File: config.mk
export PLATFORM = sky130hd
export DESIGN_NAME = phase_lock_monitor
export DESIGN_NICKNAME = d
export VERILOG_FILES = /design/src/rtl/phlk_pkg.sv /design/src/rtl/phlk_cfg_reg.sv /design/src/rtl/phlk_window.sv /design/src/rtl/phlk_dwell.sv /design/src/rtl/phase_lock_monitor.sv
export SDC_FILE = /design/constraint.sdc
export NUM_CORES = 1
export LEC_CHECK = 0
export ABC_AREA = 0
export BUFFER_PORTS_ARGS = -buffer_cell sky130_fd_sc_hd__buf_2
export CORE_UTILIZATION = 25
export CTS_BUF_LIST = sky130_fd_sc_hd__clkbuf_4 sky130_fd_sc_hd__clkbuf_8
export DETAILED_ROUTE_END_ITERATION = 6
export GPL_ROUTABILITY_DRIVEN = 0
export HOLD_SLACK_MARGIN = 0.08
export MAX_ROUTING_LAYER = met4
export SYNTH_ARGS = -nofsm -noshare
export SYNTH_HDL_FRONTEND = slang
export SYNTH_HIERARCHICAL = 1
export SYNTH_SLANG_ARGS = --single-unit
File: constraint.sdc
create_clock -name clk -period 2.3 [get_ports clk]
set_input_delay 0.575 -clock clk [delete_from_list [all_inputs] [get_ports clk]]
set_output_delay 0.575 -clock clk [all_outputs]
set_load 0.005 [all_outputs]
File: src/rtl/phlk_pkg.sv
package phlk_pkg;

   localparam int CFG_W  = 8;
   localparam int CODE_W = 3;

   // Configuration byte layout (bit 7 down to bit 0)
   typedef struct packed {
      logic              chk_en;      // window comparison enable
      logic              noact_loss;  // inactivity counts as loss
      logic              test_bit;    // kept, no effect
      logic [1:0]        spare;       // kept, no effect
      logic [CODE_W-1:0] win_code;    // window size code
   } phlk_cfg_t;

endpackage

File: src/rtl/phlk_cfg_reg.sv
module phlk_cfg_reg
   import phlk_pkg::*;
#(
   parameter logic [CFG_W-1:0] RESET_VAL = 8'hA2
) (
   input  logic             clk,
   input  logic             rst_n,
   input  logic             we,
   input  logic [CFG_W-1:0] wdata,
   output phlk_cfg_t        cfg_o,
   output logic             code_change_o
);

   phlk_cfg_t cfg_q;
   phlk_cfg_t wr_cfg;

   assign wr_cfg = phlk_cfg_t'(wdata);

   always_ff @(posedge clk or negedge rst_n) begin
      if (!rst_n) begin
         cfg_q <= phlk_cfg_t'(RESET_VAL);
      end else if (we) begin
         cfg_q <= wr_cfg;
      end
   end

   assign cfg_o         = cfg_q;
   assign code_change_o = we && (wr_cfg.win_code != cfg_q.win_code);

endmodule

File: src/rtl/phlk_window.sv
module phlk_window
   import phlk_pkg::*;
#(
   parameter int ERR_W          = 12,
   parameter int STEP_SHIFT     = 8,
   parameter bit INCLUSIVE_EDGE = 1'b1
) (
   input  logic signed [ERR_W-1:0]  err_i,
   input  logic        [CODE_W-1:0] code_i,
   output logic                     outside_o,
   output logic                     code_zero_o
);

   localparam int THR_W = ERR_W + 1;

   logic [ERR_W-1:0] mag;
   logic [THR_W-1:0] mag_x;
   logic [THR_W-1:0] thr;

   // |err| ; the most negative value maps to 2^(ERR_W-1) as unsigned
   assign mag   = err_i[ERR_W-1] ? (~err_i + 1'b1) : err_i;
   assign mag_x = {1'b0, mag};
   assign thr   = THR_W'(code_i) << STEP_SHIFT;

   generate
      if (INCLUSIVE_EDGE) begin : g_incl
         assign outside_o = mag_x > thr;
      end else begin : g_excl
         assign outside_o = mag_x >= thr;
      end
   endgenerate

   assign code_zero_o = (code_i == '0);

endmodule

File: src/rtl/phlk_dwell.sv
module phlk_dwell #(
   parameter int DWELL_TICKS = 2
) (
   input  logic clk,
   input  logic rst_n,
   input  logic clear_i,
   input  logic tick_i,
   output logic lock_o
);

   localparam int CNT_W = (DWELL_TICKS < 2) ? 1 : $clog2(DWELL_TICKS);
   localparam logic [CNT_W-1:0] LAST = CNT_W'(DWELL_TICKS - 1);

   logic [CNT_W-1:0] cnt_q;
   logic             lock_q;

   always_ff @(posedge clk or negedge rst_n) begin
      if (!rst_n) begin
         cnt_q  <= '0;
         lock_q <= 1'b0;
      end else if (clear_i) begin
         cnt_q  <= '0;
         lock_q <= 1'b0;
      end else if (tick_i && !lock_q) begin
         if (cnt_q == LAST) begin
            lock_q <= 1'b1;
            cnt_q  <= '0;
         end else begin
            cnt_q <= cnt_q + 1'b1;
         end
      end
   end

   assign lock_o = lock_q;

endmodule

File: src/rtl/phase_lock_monitor.sv
module phase_lock_monitor
   import phlk_pkg::*;
#(
   parameter int               ERR_W          = 12,
   parameter int               STEP_SHIFT     = 8,
   parameter int               DWELL_TICKS    = 2,
   parameter bit               INCLUSIVE_EDGE = 1'b1,
   parameter logic [CFG_W-1:0] CFG_RESET      = 8'hA2
) (
   input  logic                    clk,
   input  logic                    rst_n,
   input  logic signed [ERR_W-1:0] phase_err,
   input  logic                    ref_active,
   input  logic                    tick_1s,
   input  logic                    ext_loss,
   input  logic                    cfg_we,
   input  logic [CFG_W-1:0]        cfg_wdata,
   output logic                    lock,
   output logic                    loss
);

   localparam int MAX_THR  = ((1 << CODE_W) - 1) << STEP_SHIFT;
   localparam int HALF_CYC = 1 << (ERR_W - 1);

   generate
      if (ERR_W < 4) begin : g_bad_err_w
         $error("phase_lock_monitor: ERR_W too small");
      end
      if (MAX_THR > HALF_CYC) begin : g_bad_step
         $error("phase_lock_monitor: widest window exceeds half a cycle");
      end
      if (DWELL_TICKS < 1) begin : g_bad_dwell
         $error("phase_lock_monitor: DWELL_TICKS must be at least 1");
      end
   endgenerate

   phlk_cfg_t cfg_q;
   logic      code_change;
   logic      win_outside;
   logic      win_code_zero;
   logic      win_loss;
   logic      noact_trip;
   logic      loss_cond;
   logic      dwell_clear;
   logic      loss_q;
   logic      unused_cfg_bits;

   phlk_cfg_reg #(
      .RESET_VAL (CFG_RESET)
   ) u_cfg (
      .clk           (clk),
      .rst_n         (rst_n),
      .we            (cfg_we),
      .wdata         (cfg_wdata),
      .cfg_o         (cfg_q),
      .code_change_o (code_change)
   );

   phlk_window #(
      .ERR_W          (ERR_W),
      .STEP_SHIFT     (STEP_SHIFT),
      .INCLUSIVE_EDGE (INCLUSIVE_EDGE)
   ) u_win (
      .err_i       (phase_err),
      .code_i      (cfg_q.win_code),
      .outside_o   (win_outside),
      .code_zero_o (win_code_zero)
   );

   assign win_loss    = cfg_q.chk_en && (win_code_zero || win_outside);
   assign noact_trip  = cfg_q.noact_loss && !ref_active;
   assign loss_cond   = win_loss || noact_trip || ext_loss;
   assign dwell_clear = loss_cond || code_change;

   phlk_dwell #(
      .DWELL_TICKS (DWELL_TICKS)
   ) u_dwell (
      .clk     (clk),
      .rst_n   (rst_n),
      .clear_i (dwell_clear),
      .tick_i  (tick_1s),
      .lock_o  (lock)
   );

   always_ff @(posedge clk or negedge rst_n) begin
      if (!rst_n) begin
         loss_q <= 1'b1;
      end else begin
         loss_q <= loss_cond;
      end
   end

   assign loss = loss_q;

   assign unused_cfg_bits = ^{cfg_q.test_bit, cfg_q.spare};

endmodule

# Word-level counts from Yosys, hierarchy flattened
# Cells that the tools add are included.
[op_classes] n_addsub=2 n_eq_ne=1 mux=7 bitwise_logic=1 n_reduce_logical=14 n_lt_le_gt_ge=1
[op_table] cell="$add 12x1->12 const B" count=1
[op_table] cell="$gt 12x11->1" count=1
[op_table] cell="$mux 12" count=1
[op_table] cell="$not 12->12" count=1
[op_table] cell="$mux 1" count=6
[op_table] cell="$logic_and 1x1->1" count=4
[op_table] cell="$logic_or 1x1->1" count=4
[op_table] cell="$reduce_bool 2->1" count=2
[op_table] cell="$logic_not 3->1" count=1
[op_table] cell="$ne 3x3->1" count=1
[op_table] cell="$logic_not 1->1" count=2
[op_table] cell="$reduce_and 2->1" count=1
[op_table] cell="$add 1x1->1 const B" count=1
[word_totals] regBits=8 elab_cells=32 out_inout_bits=2

# Logic depth before layout (Yosys ltp)
[depth] word_depth=11 ltp_mapped=16 mapped_depth_nobuf=15

# Hierarchy
# The synthesis kept the hierarchy.
[modules_own_cells] module="phlk_window" cells_per_inst=55 seq_area_each_um2=0.0 area_per_inst_um2=375.4 n_inst=1
[modules_own_cells] module="phlk_cfg_reg" cells_per_inst=21 seq_area_each_um2=203.9 area_per_inst_um2=340.3 n_inst=1
[modules_own_cells] module="phlk_dwell" cells_per_inst=8 seq_area_each_um2=50.0 area_per_inst_um2=92.6 n_inst=1
[modules_own_cells] module="phase_lock_monitor" cells_per_inst=6 seq_area_each_um2=26.3 area_per_inst_um2=65.1 n_inst=1

# Least setup slack after synthesis
# No wires, ideal clock.
[synth_path] path_type="input-to-reg" startpoint="in phase_err[2]" endpoint="reg u_dwell.cnt_q" setup_time_ns=0.064 path_stages=16 setup_slack_ns=-0.651 path_buffers=1 arrival_ns=2.887 path_cell_list="buf_6 nor3_2 nand3b_1 nor2_1 a21boi_0 xor2_1 ha_1 nand4b_1 a221oi_2 and4b_1 and4_1 o21ai_1 o21ai_2 nand3_1 nor2b_1 mux2_4"
[synth_via] elab_chain_cells=10 word_cells_on_any_way=11 cone_classes="add/sub: 1; order compare: 1; mux: 2; bitwise: 1; reduce/logical: 6"
[synth_rtl] item="start: declaration" line_no="phase_lock_monitor.sv:12" source="input logic signed [ERR_W-1:0] phase_err,"
[synth_rtl] item="$not 12->12" line_no="phlk_window.sv:21" source="assign mag = err_i[ERR_W-1] ? (~err_i + 1'b1) : err_i;"
[synth_rtl] item="$add 12x1->12" line_no="phlk_window.sv:21"
[synth_rtl] item="$mux 12 *" line_no="phlk_window.sv:21"
[synth_rtl] item="$gt 12x11->1 *" line_no="phlk_window.sv:27" source="assign outside_o = mag_x > thr;"
[synth_rtl] item="via win_outside" line_no="phase_lock_monitor.sv:39" source="logic win_outside;"
[synth_rtl] item="$logic_or 1x1->1 *" line_no="phase_lock_monitor.sv:70" source="assign win_loss = cfg_q.chk_en && (win_code_zero || win_outside);"
[synth_rtl] item="$logic_and 1x1->1 *" line_no="phase_lock_monitor.sv:70"
[synth_rtl] item="$logic_or 1x1->1 * (2 in a row)" line_no="phase_lock_monitor.sv:72" source="assign loss_cond = win_loss || noact_trip || ext_loss;"
[synth_rtl] item="$logic_or 1x1->1 *" line_no="phase_lock_monitor.sv:73" source="assign dwell_clear = loss_cond || code_change;"
[synth_rtl] item="via dwell_clear" line_no="phase_lock_monitor.sv:44" source="logic dwell_clear;"
[synth_rtl] item="$mux 1 / $reduce_bool 2->1 (equally long branches)"
[synth_rtl] item="end signal: assignment" line_no="phlk_dwell.sv:29" source="cnt_q <= cnt_q + 1'b1;"
[synth_rtl] item="end: declaration" line_no="phlk_dwell.sv:14" source="logic [CNT_W-1:0] cnt_q;"
# The timed path passes the listed nets; every way through them passes the cells marked *.
# A chain may end at the register's enable or synchronous reset.

# Worst setup path in the final report
[layout_path] startpoint="in phase_err[6]" endpoint="reg u_dwell.cnt_q"
# Same word-level chain as after synthesis.

==> summary.txt <==
Outcome
  • Status: finished, violations left
  • Failing checks: design-rule violations, negative setup slack

Floorplan
  • CORE AREA: 0.00283 sq mm
  • Die height: approximately 57 microns
  • Row count: 19
  • Chip width: approximately 57 microns
  • Die area: ~0.0033 sq mm
  • I/O pin count: 28
  • Initial Utilization: a little over a quarter

Power and ir drop
  • Lkg Pwr: between 0.5 and 0.6 nW
  • Maximum vdd drop: 0.0989 mV
  • Pwr dens: about 380 mW/mm^2

Layout
  • Share of layout cells above drive strength 1: approximately 56%
  • Nets@finish: approximately 170
  • Syn-to-layout area delta: 59.0%
  • Fin cells: ~170
  • Final core utilization: 42.9%
  • Ant diodes: 0

Timing
  • Unrepaired setup endpoints after global routing: yes
  • Pins over their slew limit: 0
  • Worst Skew: 0.00731 ns
  • Worst Max-Slew Pin Slew: about 0.26 ns
  • Tcrit/Tclk final: 122%
  • Setup Viol. Count Final: 3
  • Period minus WS final: ~2.8 ns
  • Hold Violations, Final: 0
  • Post-route setup slack: -0.502 ns
  • Max Freq: 357 MHz
  • WHS: between 0.15 and 0.2 ns
  • Slew HR: between 80 and 90%

Placement
  • IO Port Bufs: 24
  • DPL Wire Length: approximately 1.4 mm
  • Placed cells: 152

GRT
  • Initial antenna violation count: 0
  • Largest net degree at the start of global routing: 9
  • Vias in the first global route: 807
  • Global-route wire length before repair: 3.24 mm
  • Total routing usage reported by global routing: 12.6%
  • Remaining Overflow, GRT: 0

Critical path
  • Crit end category: flip-flop
  • R2R Setup Slk: roughly 0.03 ns
  • Critical path required time: about 2.5 ns
  • RR Endpoint: u_dwell/cnt_q
  • CP Launch Type: input port
  • Critical Path AT: approximately 3.0 ns
  • Reg2reg start: u_cfg/cfg_o[1]
  • R2R depth: 11
  • Crit path kind: input port to flip-flop
  • Worst Setup SP: phase_err[6]
  • CP max FO: 3

Job
  • Total of max-cap violations: 0

CTS
  • H-Tree Level Count: 1
  • CTS sink cnt: 8
  • TritonCTS Buffers: 3
  • TritonCTS clock tree: yes
  • Root buffer cell: clkbuf_4
  • Max Root-Sink Buffers: 2
  • Clk pin slew, worst setup/hold paths: 0.06 ns
  • Worst skew pair latency: 0.25 ns
  • Hold Buf Count CTS: 0

Routing
  • Avg Vias per Cell: around 4.9
  • DR vias: slightly above 800
  • WL per Instance: 11.0 microns
  • Total Wirelength: 1.86 mm
  • Post-route ant nets: 0
  • First drt pass iteration count: 5
  • DRC Markers: 6
  • Iteration-0 DRC Markers: 15

Logic synthesis
  • Synth Cell Area: 763 sq um
  • Avg Inst Size Synth: about 9.1 sq um
  • YS warnings: 6
  • Net Count, Synth: about 110
  • Post-Synthesis Cells: 84

Hold path
  • Hold WC Path Type: input port to asynchronous set/reset pin
what timing repair did:
| item | 4_1_cts | 5_1_grt |
|---|---|---|
| resized for setup | 9 | 5 |
| pin swaps | 5 | 2 |
| setup buffers | 13 | 0 |
| setup endpoints to repair | 3 | 3 |
how the worst max path moves through the flow:
| stage | endpoint | slack [ns] | cells after the start |
|---|---|---|---|
| 6_report | u_dwell/cnt_q | -0.50 | 16 |
| 5_1_grt | u_dwell/cnt_q | -0.69 | 16 |
| 4_1_cts | u_dwell/cnt_q | -0.49 | 16 |
| 3_5_place_dp | u_dwell/cnt_q | -0.88 | 15 |
| 3_3_place_gp | u_dwell/cnt_q | -0.81 | 15 |
| 2_1_floorplan | u_dwell/cnt_q | -0.55 | 16 |
worst max-delay path: stages:
cell and delay (ns):
buf_8 0.10, nor3_4 0.19, nand3b_1 0.16, nor2_2 0.13, a21boi_1 0.08, xor2_1 0.15, ha_1 0.30, nand4b_1 0.14
a221oi_2 0.18, and4b_1 0.19, and4_1 0.19, o21ai_2 0.06, o21ai_2 0.14, nand3_2 0.11, nor2b_1 0.14, mux2_4 0.15
final cells by class:
| class | count | area [sq um] |
|---|---|---|
| Fill cell | 267 | 1620 |
| Multi-Input combinational cell | 67 | 552 |
| Timing Repair Buffer | 53 | 367 |
| Sequential cell | 8 | 204 |
| Tap cell | 31 | 38.8 |
| Clock buffer | 4 | 30.0 |
| Inverter | 6 | 22.5 |
power breakdown:
| part | total (W) | switching [W] | internal (W) |
|---|---|---|---|
| registers | 0.000169 | 0.0000114 | 0.000158 |
| clock network | 0.000125 | 0.0000469 | 0.0000781 |
| logic | 0.000170 | 0.0000750 | 0.0000949 |
| total | 0.000464 | 0.000133 | 0.000331 |
cells in the final DEF, fill, tap and decap left out, types with 2 or more instances in the layout:
cell and instances:
nand4b_1 2, buf_4 29, xor2_1 5, nand3_1 2, dfstp_2 3, ha_1 4, a21oi_1 5, nor3_4 2
inv_1 6, buf_2 20, buf_6 3, nor2_1 8, nand3b_1 4, mux2_2 5, nor2b_1 4, o21ai_2 2
dfrtp_1 5, clkbuf_4 4
metal layers:
layer  track usage, %  part of all wire [%]
met5                -                     0
met4             4.18                     0
met3            0.680                   5.4
met2             22.0                    50
met1             15.6                    45
state kept, by name, summed over array words and instances, names as in the netlist:
register	cells
u_cfg/cfg_o	5
loss	1
u_dwell/cnt_q	1
u_dwell/lock_o	1
stage by stage:
stage | setup slack (ns) | total power, W | TNS (ns) | cell area [sq um]
2_1_floorplan | -0.546 | 0.000256 | -1.26 | 778
3_3_place_gp | -0.810 | 0.000315 | -2.04 | 1030
5_1_grt | -0.688 | 0.000497 | -1.77 | 1210
4_1_cts | -0.490 | 0.000468 | -1.23 | 1200
6_report | -0.502 | 0.000464 | -1.22 | 1210
3_5_place_dp | -0.885 | 0.000320 | -2.22 | 1030
Note: power is estimated with default switching activity, not from simulation.
